**config.mk**
```make
export PLATFORM = sky130hd
export DESIGN_NAME = busReadInit
export DESIGN_NICKNAME = d
export VERILOG_FILES = /design/src/rtl/busReadPkg.sv /design/src/rtl/busReadCtrl.sv /design/src/rtl/busReadDp.sv /design/src/rtl/busReadInit.sv
export SDC_FILE = /design/constraint.sdc
export NUM_CORES = 1
export LEC_CHECK = 0
export ABC_AREA = 1
export BUFFER_PORTS_ARGS = -buffer_cell sky130_fd_sc_hd__buf_2
export CAP_MARGIN = 20
export CELL_PAD_IN_SITES_DETAIL_PLACEMENT = 2
export CELL_PAD_IN_SITES_GLOBAL_PLACEMENT = 2
export CORE_AREA = 5 5 116 118
export DETAILED_ROUTE_END_ITERATION = 8
export DIE_AREA = 0 0 121 123
export GPL_TIMING_DRIVEN = 0
export HOLD_SLACK_MARGIN = 0.15
export PLACE_DENSITY_LB_ADDON = 0.1
export SYNTH_ARGS = -nofsm -noshare
export SYNTH_HDL_FRONTEND = slang
export SYNTH_SLANG_ARGS = --single-unit
```
**constraint.sdc**
```tcl
create_clock -name clk -period 2.18 [get_ports clk]
set_input_delay 0.109 -clock clk [delete_from_list [all_inputs] [get_ports clk]]
set_output_delay 0.109 -clock clk [all_outputs]
set_load 0.1 [all_outputs]
```
**src/rtl/busReadPkg.sv**
```systemverilog
`timescale 1ns/1ps
package busReadPkg;

  typedef enum logic [2:0] {
    ST_IDLE  = 3'd0,
    ST_ADDR  = 3'd1,
    ST_DATA  = 3'd2,
    ST_RECOV = 3'd3,
    ST_GAP   = 3'd4
  } busState_t;

  typedef struct packed {
    logic loadReq;
    logic driveAd;
    logic driveCbe;
    logic frameDrive;
    logic frameHigh;
    logic irdyDrive;
    logic irdyHigh;
    logic capture;
    logic lastBeat;
  } ctrlStrobe_t;

endpackage

```
**src/rtl/busReadCtrl.sv**
```systemverilog
`timescale 1ns/1ps
module busReadCtrl
  import busReadPkg::*;
#(
  parameter int LW = 4
) (
  input  logic          clk,
  input  logic          rstN,
  input  logic          reqValid,
  input  logic [LW-1:0] reqLen,
  input  logic          trdyN,
  input  logic          devselN,
  input  logic          holdFree,
  output logic          reqReady,
  output ctrlStrobe_t   strobe
);

  localparam logic [LW-1:0] ONE = LW'(1);

  busState_t     state, stateNext;
  logic [LW-1:0] remaining;
  logic          finalPhase;

  assign finalPhase = (remaining == ONE);

  always_comb begin
    strobe    = '0;
    reqReady  = 1'b0;
    stateNext = state;
    unique case (state)
      ST_IDLE: begin
        reqReady       = 1'b1;
        strobe.loadReq = reqValid;
        if (reqValid) stateNext = ST_ADDR;
      end
      ST_ADDR: begin
        strobe.driveAd    = 1'b1;
        strobe.driveCbe   = 1'b1;
        strobe.frameDrive = 1'b1;
        strobe.frameHigh  = 1'b0;
        strobe.irdyDrive  = 1'b1;
        strobe.irdyHigh   = 1'b1;
        stateNext         = ST_DATA;
      end
      ST_DATA: begin
        strobe.driveCbe   = 1'b1;
        strobe.frameDrive = 1'b1;
        strobe.frameHigh  = finalPhase;
        strobe.irdyDrive  = 1'b1;
        strobe.irdyHigh   = !holdFree;
        strobe.capture    = holdFree && !trdyN && !devselN;
        strobe.lastBeat   = finalPhase;
        if (strobe.capture && finalPhase) stateNext = ST_RECOV;
      end
      ST_RECOV: begin
        strobe.irdyDrive = 1'b1;
        strobe.irdyHigh  = 1'b1;
        stateNext        = ST_GAP;
      end
      ST_GAP: begin
        stateNext = ST_IDLE;
      end
      default: stateNext = ST_IDLE;
    endcase
  end

  always_ff @(posedge clk or negedge rstN) begin
    if (!rstN) begin
      state     <= ST_IDLE;
      remaining <= '0;
    end else begin
      state <= stateNext;
      if (strobe.loadReq) begin
        remaining <= (reqLen == '0) ? ONE : reqLen;
      end else if (strobe.capture) begin
        remaining <= remaining - ONE;
      end
    end
  end

endmodule

```
**src/rtl/busReadDp.sv**
```systemverilog
`timescale 1ns/1ps
module busReadDp
  import busReadPkg::*;
#(
  parameter int ADW = 32,
  parameter int BEW = ADW / 8,
  parameter logic [BEW-1:0] READ_CMD = BEW'(6)
) (
  input  logic            clk,
  input  logic            rstN,
  input  ctrlStrobe_t     strobe,
  input  logic [ADW-1:0]  reqAddr,
  input  logic [BEW-1:0]  reqBe,
  input  logic [ADW-1:0]  adIn,
  input  logic            rdReady,
  output logic            holdFree,
  output logic            frameOe,
  output logic            frameVal,
  output logic            adOe,
  output logic [ADW-1:0]  adOut,
  output logic            cbeOe,
  output logic [BEW-1:0]  cbeOut,
  output logic            irdyOe,
  output logic            irdyVal,
  output logic            rdValid,
  output logic [ADW-1:0]  rdData,
  output logic            rdLast
);

  logic [ADW-1:0] addrQ;
  logic [BEW-1:0] beQ;
  logic           holdValid;
  logic [ADW-1:0] holdData;
  logic           holdLast;

  always_ff @(posedge clk or negedge rstN) begin
    if (!rstN) begin
      addrQ <= '0;
      beQ   <= '0;
    end else if (strobe.loadReq) begin
      addrQ <= reqAddr;
      beQ   <= reqBe;
    end
  end

  assign holdFree = !holdValid || rdReady;

  always_ff @(posedge clk or negedge rstN) begin
    if (!rstN) begin
      holdValid <= 1'b0;
      holdData  <= '0;
      holdLast  <= 1'b0;
    end else if (strobe.capture) begin
      holdValid <= 1'b1;
      holdData  <= adIn;
      holdLast  <= strobe.lastBeat;
    end else if (rdReady) begin
      holdValid <= 1'b0;
    end
  end

  assign frameOe  = strobe.frameDrive;
  assign frameVal = strobe.frameHigh;
  assign adOe     = strobe.driveAd;
  assign adOut    = addrQ;
  assign cbeOe    = strobe.driveCbe;
  assign cbeOut   = strobe.driveAd ? READ_CMD : ~beQ;
  assign irdyOe   = strobe.irdyDrive;
  assign irdyVal  = strobe.irdyHigh;

  assign rdValid = holdValid;
  assign rdData  = holdData;
  assign rdLast  = holdLast;

endmodule

```
**src/rtl/busReadInit.sv**
```systemverilog
`timescale 1ns/1ps
module busReadInit
  import busReadPkg::*;
#(
  parameter int ADW = 32,
  parameter int LW  = 4,
  parameter logic [ADW/8-1:0] READ_CMD = (ADW/8)'(6)
) (
  input  logic               clk,
  input  logic               rstN,
  input  logic               reqValid,
  output logic               reqReady,
  input  logic [ADW-1:0]     reqAddr,
  input  logic [LW-1:0]      reqLen,
  input  logic [ADW/8-1:0]   reqBe,
  output logic               frameOe,
  output logic               frameVal,
  output logic               adOe,
  output logic [ADW-1:0]     adOut,
  input  logic [ADW-1:0]     adIn,
  output logic               cbeOe,
  output logic [ADW/8-1:0]   cbeOut,
  output logic               irdyOe,
  output logic               irdyVal,
  input  logic               devselN,
  input  logic               trdyN,
  output logic               rdValid,
  output logic [ADW-1:0]     rdData,
  output logic               rdLast,
  input  logic               rdReady
);

  localparam int BEW = ADW / 8;

  ctrlStrobe_t strobe;
  logic        holdFree;

  busReadCtrl #(.LW(LW)) u_ctrl (
    .clk      (clk),
    .rstN     (rstN),
    .reqValid (reqValid),
    .reqLen   (reqLen),
    .trdyN    (trdyN),
    .devselN  (devselN),
    .holdFree (holdFree),
    .reqReady (reqReady),
    .strobe   (strobe)
  );

  busReadDp #(.ADW(ADW), .BEW(BEW), .READ_CMD(READ_CMD)) u_dp (
    .clk      (clk),
    .rstN     (rstN),
    .strobe   (strobe),
    .reqAddr  (reqAddr),
    .reqBe    (reqBe),
    .adIn     (adIn),
    .rdReady  (rdReady),
    .holdFree (holdFree),
    .frameOe  (frameOe),
    .frameVal (frameVal),
    .adOe     (adOe),
    .adOut    (adOut),
    .cbeOe    (cbeOe),
    .cbeOut   (cbeOut),
    .irdyOe   (irdyOe),
    .irdyVal  (irdyVal),
    .rdValid  (rdValid),
    .rdData   (rdData),
    .rdLast   (rdLast)
  );

endmodule

```
Word level (Yosys, flattened, before mapping)
Cells that the tools add are included.
- memories: 0
- ROM bits: 0
- register bits: 77
- memory bits (writable): 0
- latch bits: 0
- word-level logic and storage cells: 44
- bits of input ports: 78
- output and inout bits: 77
- equal/unequal tests: 6
- order comparisons: 0
- shift-type cells: 0
- reductions and logical operators: 14
- mux-type cells: 15
- multipliers: 0
- add/subtract/negate cells: 1
- divide/modulo/power cells: 0
- bitwise gates (word level): 1
- operators with widths (operator ; number):
    4-bit two-way mux ; 4
    3-bit case mux with 4 select lines ; 1
    3-bit by 2-bit equality test with 1-bit output (second input constant) ; 2
    3-bit two-way mux ; 2
    3-bit case mux with 2 select lines ; 1
    1-bit two-way mux ; 5
    4-bit by 1-bit equality test with 1-bit output (second input constant) ; 1
    1-bit logical NOT ; 4
    4-bit logical NOT ; 1
    4-bit NOT ; 1
    2-bit case mux with 2 select lines ; 1
    2-bit nonzero test ; 2
    4-bit by 1-bit subtractor with 4-bit output (second input constant) ; 1
    3-bit by 1-bit equality test with 1-bit output (second input constant) ; 1
    1-bit logical AND ; 3
    3-bit logical NOT ; 1
    2-bit two-way mux ; 1
    2-bit by 1-bit inequality test with 1-bit output (second input constant) ; 1
    2-bit inequality test (second input constant) ; 1
    2-bit AND reduction ; 1
    2-bit OR reduction ; 1
    1-bit logical OR ; 1

Longest topological paths before layout
Gate-level depths: netlist of the first run.
- depth in word-level cells: 7
- gate-level depth with buffers: 8
- mapped depth without buffers: 7

By module
Synthesis of the first run repeated with hierarchy kept, for this count alone.
- cell total of the unflattened synthesis: 385
- area total of the unflattened synthesis: 3328.2 sq um
- by module, submodules not included (module ; cells each ; area each (sq um) ; times used ; seq. area each (sq um)):
    busReadDp ; 307 ; 2793.9 ; 1 ; 1751.7
    busReadCtrl ; 78 ; 534.3 ; 1 ; 175.2

Worst setup path after synthesis of the first run
OpenSTA, ideal clock, no wires.
- kind: flip-flop to output port
- start: register u_dp.holdValid, in the netlist u_dp.rdValid
- end: output port irdyVal
- setup slack: -1.188 ns
- stages on the path, launching flop included: 3
- required time: 2.071 ns
- data arrival time: 3.259 ns
- buffers on the path: 0
- cells stage by stage: dfrtp_1 > nand2_1 > o21ai_0
- longest elaborated chain between the ends: 4
- RTL lines (what ; line ; source):
    from (decl) ; busReadDp.sv:32 ; logic holdValid;
    from (signal assigned) ; busReadDp.sv:50 ; holdValid <= 1'b0;
    from (signal assigned) ; busReadDp.sv:54 ; holdValid <= 1'b1;
    from (signal assigned) ; busReadDp.sv:58 ; holdValid <= 1'b0;
    1-bit logical NOT ; busReadDp.sv:46 ; assign holdFree = !holdValid || rdReady;
    1-bit logical OR ; busReadDp.sv:46 ;
    1-bit logical NOT ; busReadCtrl.sv:50 ; strobe.irdyHigh = !holdFree;
    2-bit case mux with 2 select lines ; busReadCtrl.sv:30 ; unique case (state)
    to (decl) ; busReadInit.sv:24 ; output logic irdyVal,
Every way passes these cells.

Worst setup path after layout of the first run
- start: register u_ctrl.state[0]
- end: output port cbeOut[3]
- longest elaborated chain between the ends: 3
- RTL lines (what ; line ; source):
    from (decl) ; busReadCtrl.sv:20 ; busState_t state, stateNext;
    from (signal assigned) ; busReadCtrl.sv:72 ; state <= stateNext;
    3-bit by 1-bit equality test with 1-bit output ; busReadCtrl.sv:30 ;
    1-bit two-way mux ; busReadCtrl.sv:30 ;
    4-bit two-way mux ; busReadDp.sv:67 ; assign cbeOut = strobe.driveAd ? READ_CMD : ~beQ;
    to (decl) ; busReadInit.sv:22 ; output logic [ADW/8-1:0] cbeOut,
Every way passes these cells.

==> impl_results.md, run 1 <==
* Cts bufs inserted at 9
* Syn nets at 460
* Crit Path Class: reg -> out
* Insertion delay to the later sink of the worst-skew pair at 330 ps
* Tightest Pin Transition at 540.8 ps
* Post-Synthesis Cell Area at 3223 um^2
* Register area share after synthesis at 59.78%
* IO Pins at 155
* Distinct cells, synth at 21
* Core Area at 12360 um^2
* Delay-heaviest family, CP: buffers and inverters
* Slowest Stage Delay on Critical Path at 420 ps
* Initial antenna violation count at 1
* Clk sinks at 77
* Largest net degree at the start of global routing at 41
* IO Port Bufs at 154
* Tot GR Track Use at 17.30%
* Final setup violation count at 0
* Slew margin rel. at 63.94%
* Syn Area/Cell at 8.482 um^2
* RSZ-0062 raised after global routing: false
* WP buf/inv at 4
* Synthesized instance count at 380
* DRC Markers at 0
* DIE WIDTH at 121 um
* DR iter-0 viols at 98
* Die Ht at 123 um
* # Max-Cap Violations at 0
* Worst EP arrival at 1880 ps
* Req. time, crit path at 2070 ps
* # rows at 41
* Synth area leader: dfrtp_1
* Layout net count at 700
* Antenna-violating nets left at 0
* Slowest-stage cell, CP: buf_2
* Final core utilization at 42.52%
* Flops & latches, synth at 77
* Setup TNS at 0 ps
* CTS tree: yes
* Crit path top cell by count: inv_1
* Peak Freq at 0.5026 GHz
* Area grow syn2layout at 63.08%
* GPL Wtd Cong at 0.6988
* Synth top area cells: dfrtp_1 60%, nand2_1 27%, buf_6 2.4%
* Sequence of cells on the critical path: inv_1 -> nor2_1 -> nand2_1 -> inv_1 -> or2_2 -> inv_1 -> buf_2
* First-pass GRT wire length at 20220 um
* Critical Path End Type: output port
* Max Slew Vio Count at 0
* CP startpoint kind: flop
* TritonRoute pass-1 iters at 4
* Min setup slack post-route at 190.1 ps
* Initial Utilization at 26.07%
* Clk slew on worst S/H paths at 60 ps
* H-tree depth at 3
* HP Class: in -> reg
* DR WL/cell at 15.49 um
* Worst-path maximum fanout at 5
* Gr ovfl total at 0
* Die area at 14880 um^2
* Outcome: complete, no violations
* WL final at 12340 um
* Clock root buffer master: clkbuf_16
* Post-cts resize count at 0
* Skew final at 3.271 ps
* Vias in the first global route at 3854
* Final hold viol count at 0
* Final cycle utilization of the critical path at 91.28%
* DP HPWL at 7751 um
* Min cycle time layout at 1990 ps
* R2R Setup Slk at 790 ps
* Vias post-DR at 3343
* Synth top area share at 59.78%
* Via density at 4.194
* Place WS at 511.4 ps
* Layout cell share with drive strength beyond 1 at 30.88%
* Ant diodes at 0
* Syn. warnings at 0
* Bufs on Longest Clock Path at 2
-- cells in the final DEF, fill, tap and decap left out, drive strengths merged --
cell         netlist  final
nand2            236    236
buf               15    170
dfrtp             77     77
dlygate4sd3        0     74
inv               20     20
nor2              16     16
clkbuf             0     15
nand3              4      4
or2                3      3
o21ai              3      3
a21oi              2      2
ha                 2      2
xor2               1      1
nand3b             1      1
clkinv             0      1
-- synth_stat cells, drive strengths merged --
library cell / instances
buf: 15
o21ai: 3
nor2: 16
xor2: 1
ha: 2
dfrtp: 77
nand2: 236
nand3b: 1
or2: 3
a21oi: 2
nand3: 4
inv: 20
-- final timing paths --
| check | endpoint | cells after the start | startpoint |
|---|---|---|---|
| worst max-delay path | cbeOut[3] | 7 | u_ctrl.state[0] |
| worst min-delay path | u_ctrl.remaining[0] | 7 | reqLen[0] |
| worst min register to register | u_dp.rdData[26] | 2 | u_dp.rdData[26] |
| max in group asynchronous | u_dp.adOut[31] | 3 | rstN |
| worst max register to register | u_dp.rdData[28] | 7 | u_ctrl.state[0] |
| min in group asynchronous | u_dp.rdData[3] | 2 | rstN |
-- cells by family after synthesis --
logic type      Yosys count  synth area share (%)
simple gates            260                 32.07
flops                    77                 59.78
buf+inv                  35                 6.328
compound gates            5                0.7763
fa+ha+maj                 2                0.7763
xor+xnor                  1                0.2718
-- what timing repair did --
action | 4_1_cts | 5_1_grt
buffers inserted | 0 | 0
hold buffers | 74 | 0
hold endpoints to repair | 110 | 0
-- routing by layer --
| metal | up-vias | GRT usage (%) | share of wire (%) |
|---|---|---|---|
| li1 | 1611 | - | - |
| met4 | 2 | 4.674 | 1.2 |
| met2 | 95 | 30.91 | 52 |
| met1 | 1623 | 19.85 | 40 |
| met3 | 12 | 5.764 | 6.8 |
| met5 | - | 0 | 0.089 |
-- layout make-up --
type	instances	area (um^2)
flip-flops and latches	77	1927
well taps	172	215.2
fillers	1388	7107
inverters	20	75.07
clock inverters	1	5.005
clock buffers	15	267.8
multi-input cells	268	1096
repair buffers	229	1541
plain buffers	15	128.9
-- state kept, by name, indices dropped and copies added, names as in the netlist --
| signal | flops |
|---|---|
| u_dp.rdData | 32 |
| u_dp.rdValid | 1 |
| u_dp.beQ | 4 |
| u_ctrl.state | 3 |
| u_ctrl.remaining | 4 |
| u_dp.rdLast | 1 |
| u_dp.adOut | 32 |
-- metrics by stage --
stage	cells	cell area, um^2	hold slack (ps)
global route	797	5256	201.7
floorplan	380	3227	-186.6
detailed placement	707	4243	130.5
CTS	797	5256	158.0
global placement	706	4213	303.1
finish	797	5256	173.6
-- worst min-delay path, stage by stage --
cell	delay, ps
buf_2	70
inv_1	30
nand2_1	50
nand2_1	50
nand2_1	60
inv_1	40
nand2_1	50
Power of run 1 is left out: the tool's default activity adds up to more than one toggle a clock period on the data nets, which glitch-free logic cannot reach.
==> inputs of run 2 (changes only) <==
Settings changed: CELL_PAD_IN_SITES_DETAIL_PLACEMENT 2 to not set, CELL_PAD_IN_SITES_GLOBAL_PLACEMENT 2 to not set, CORE_AREA 5 5 116 118 to 5 5 87 89, DIE_AREA 0 0 121 123 to 0 0 92 94.
==> impl_results.md, run 2 (synthesized netlist as in run 1, its figures left out) <==
* Outcome: complete, no violations (unchanged)
* Final cycle utilization of the critical path at 89.20% (was 91.28%)
* Clock root buffer master: clkbuf_8 (was clkbuf_16)
* Max Slew Vio Count at 0 (unchanged)
* Final setup violation count at 0 (unchanged)
* DP HPWL at 5833 um (was 7751 um)
* Antenna-violating nets left at 0 (unchanged)
* Critical Path End Type: output port (unchanged)
* Layout cell share with drive strength beyond 1 at 31.15% (was 30.88%)
* Die area at 8648 um^2 (was 14880 um^2)
* Vias post-DR at 3243 (was 3343)
* Post-CTS Setup Bufs at 0 (unchanged)
* DRC Markers at 0 (unchanged)
* Tightest Pin Transition at 506.8 ps (was 540.8 ps)
* Crit Path Class: reg -> out (unchanged)
* Most common cell after layout, fill and taps aside: nand2_1 (unchanged)
* Placed Area at 4120 um^2 (was 4243 um^2)
* Final hold viol count at 0 (unchanged)
* WL final at 9264 um (was 12340 um)
* Crit Reg-Reg Startpoint: u_ctrl.state[0] (unchanged)
* Gr ovfl total at 0 (unchanged)
* Vias in the first global route at 3439 (was 3854)
* GPL Wtd Cong at 0.7943 (was 0.6988)
* R2R Setup Slk at 830 ps (was 790 ps)
* HP Class: in -> reg (unchanged)
* Tot GR Track Use at 22.68% (was 17.30%)
* Most frequent cells in the layout: 234 x nand2_1, 157 x buf_2, 77 x dfrtp_1 (unchanged)
* Post-cts resize count at 0 (unchanged)
* Worst R2R End: u_dp.rdData[28] (unchanged)
* Worst-path maximum fanout at 5 (unchanged)
* Min setup slack post-route at 235.3 ps (was 190.1 ps)
* Cts bufs inserted at 9 (unchanged)
* Initial antenna violation count at 0 (was 1)
* Insertion delay to the later sink of the worst-skew pair at 340 ps (was 330 ps)
* Worst setup endpoint: cbeOut[0] (was cbeOut[3])
* Place WS at 600.1 ps (was 511.4 ps)
* IO Port Bufs at 154 (unchanged)
* DR iter-0 viols at 90 (was 98)
* # fillers at 486 (was 1388)
* Layout net count at 701 (was 700)
* Slew margin rel. at 66.44% (was 63.94%)
* Peak Freq at 0.5142 GHz (was 0.5026 GHz)
* Worst EP arrival at 1840 ps (was 1880 ps)
* IO Pins at 155 (unchanged)
* Min cycle time layout at 1945 ps (was 1990 ps)
* Area grow syn2layout at 58.58% (was 63.08%)
* Largest net degree at the start of global routing at 44 (was 41)
* DIE WIDTH at 92 um (was 121 um)
* First-pass GRT wire length at 15630 um (was 20220 um)
* Setup TNS at 0 ps (unchanged)
* Die Ht at 94 um (was 123 um)
* Hold_buf cts at 75 (was 74)
* Core Area at 6681 um^2 (was 12360 um^2)
* CP startpoint: u_ctrl.state[0] (unchanged)
* CP startpoint kind: flop (unchanged)
* Bufs on Longest Clock Path at 2 (unchanged)
* Via density at 4.593 (was 4.194)
* DR WL/cell at 13.12 um (was 15.49 um)
* Clk sinks at 77 (unchanged)
* Skew final at 6.732 ps (was 3.271 ps)
* Clk slew on worst S/H paths at 80 ps (was 60 ps)
* # Max-Cap Violations at 0 (unchanged)
* # rows at 30 (was 41)
* Final core utilization at 76.50% (was 42.52%)
* Ant diodes at 0 (unchanged)
* RSZ-0062 raised after global routing: false (unchanged)
* Initial Utilization at 48.24% (was 26.07%)
* H-tree depth at 3 (unchanged)
* CTS tree: yes (unchanged)
* Req. time, crit path at 2070 ps (about the same)
* Finished Cell Area at 5111 um^2 (was 5256 um^2)
* TritonRoute pass-1 iters at 7 (was 4)
* Worst r2r path cells at 7 (unchanged)
-- run 2: changes by cell type in the layout (fill, tap and decap cells not counted), sizes merged --
| cell | previous run | this run |
|---|---|---|
| bufinv | 0 | 3 |
| clkbuf | 15 | 12 |
| dlygate4sd3 | 74 | 75 |
-- run 2: final cells by class --
class / instances / area, um^2 / area share (%)
tap: 80 / 100.1 / 1.958
clock buffer: 12 / 145.1 / 2.840
buffer: 15 / 128.9 / 2.521
clock inverter: 4 / 95.09 / 1.860
sequential: 77 / 1927 / 37.70
multi-input combinational: 268 / 1096 / 21.44
timing repair buffer: 230 / 1544 / 30.21
inverter: 20 / 75.07 / 1.469
-- run 2: how the worst min path moves through the flow --
stage	from	to	slack, ps	depth (start not counted)
3_3_place_gp	reqAddr[8]	u_dp.adOut[8]	300	3
2_1_floorplan	rstN	u_ctrl.remaining[0]	-190	0
4_1_cts	trdyN	u_ctrl.remaining[0]	220	8
6_report	trdyN	u_ctrl.remaining[0]	220	8
3_5_place_dp	rstN	u_dp.rdData[5]	100	1
5_1_grt	trdyN	u_ctrl.remaining[0]	270	8
-- run 2: critical path: stages (launching register included) --
cell and delay (ps):
dfrtp_1 420, inv_1 90, nor2_1 50, nand2_1 130
inv_1 70, or2_2 270, inv_1 50, buf_2 410
-- run 2: routing by layer --
metal / up-vias / track usage [%] / wire (um)
met5: - / 0 / 0
met4: 0 / 9.653 / 173
met3: 15 / 5.208 / 609
met2: 123 / 40.82 / 4807
met1: 1499 / 25.84 / 3673
li1: 1606 / - / -
-- run 2: per-stage QoR --
stage	std cells	hold WS, ps
2_1_floorplan	380	-186.6
3_5_place_dp	615	96.42
6_report	706	223.0
5_1_grt	706	271.5
3_3_place_gp	614	301.9
4_1_cts	706	220.3
Power of run 2 is left out for the same reason.
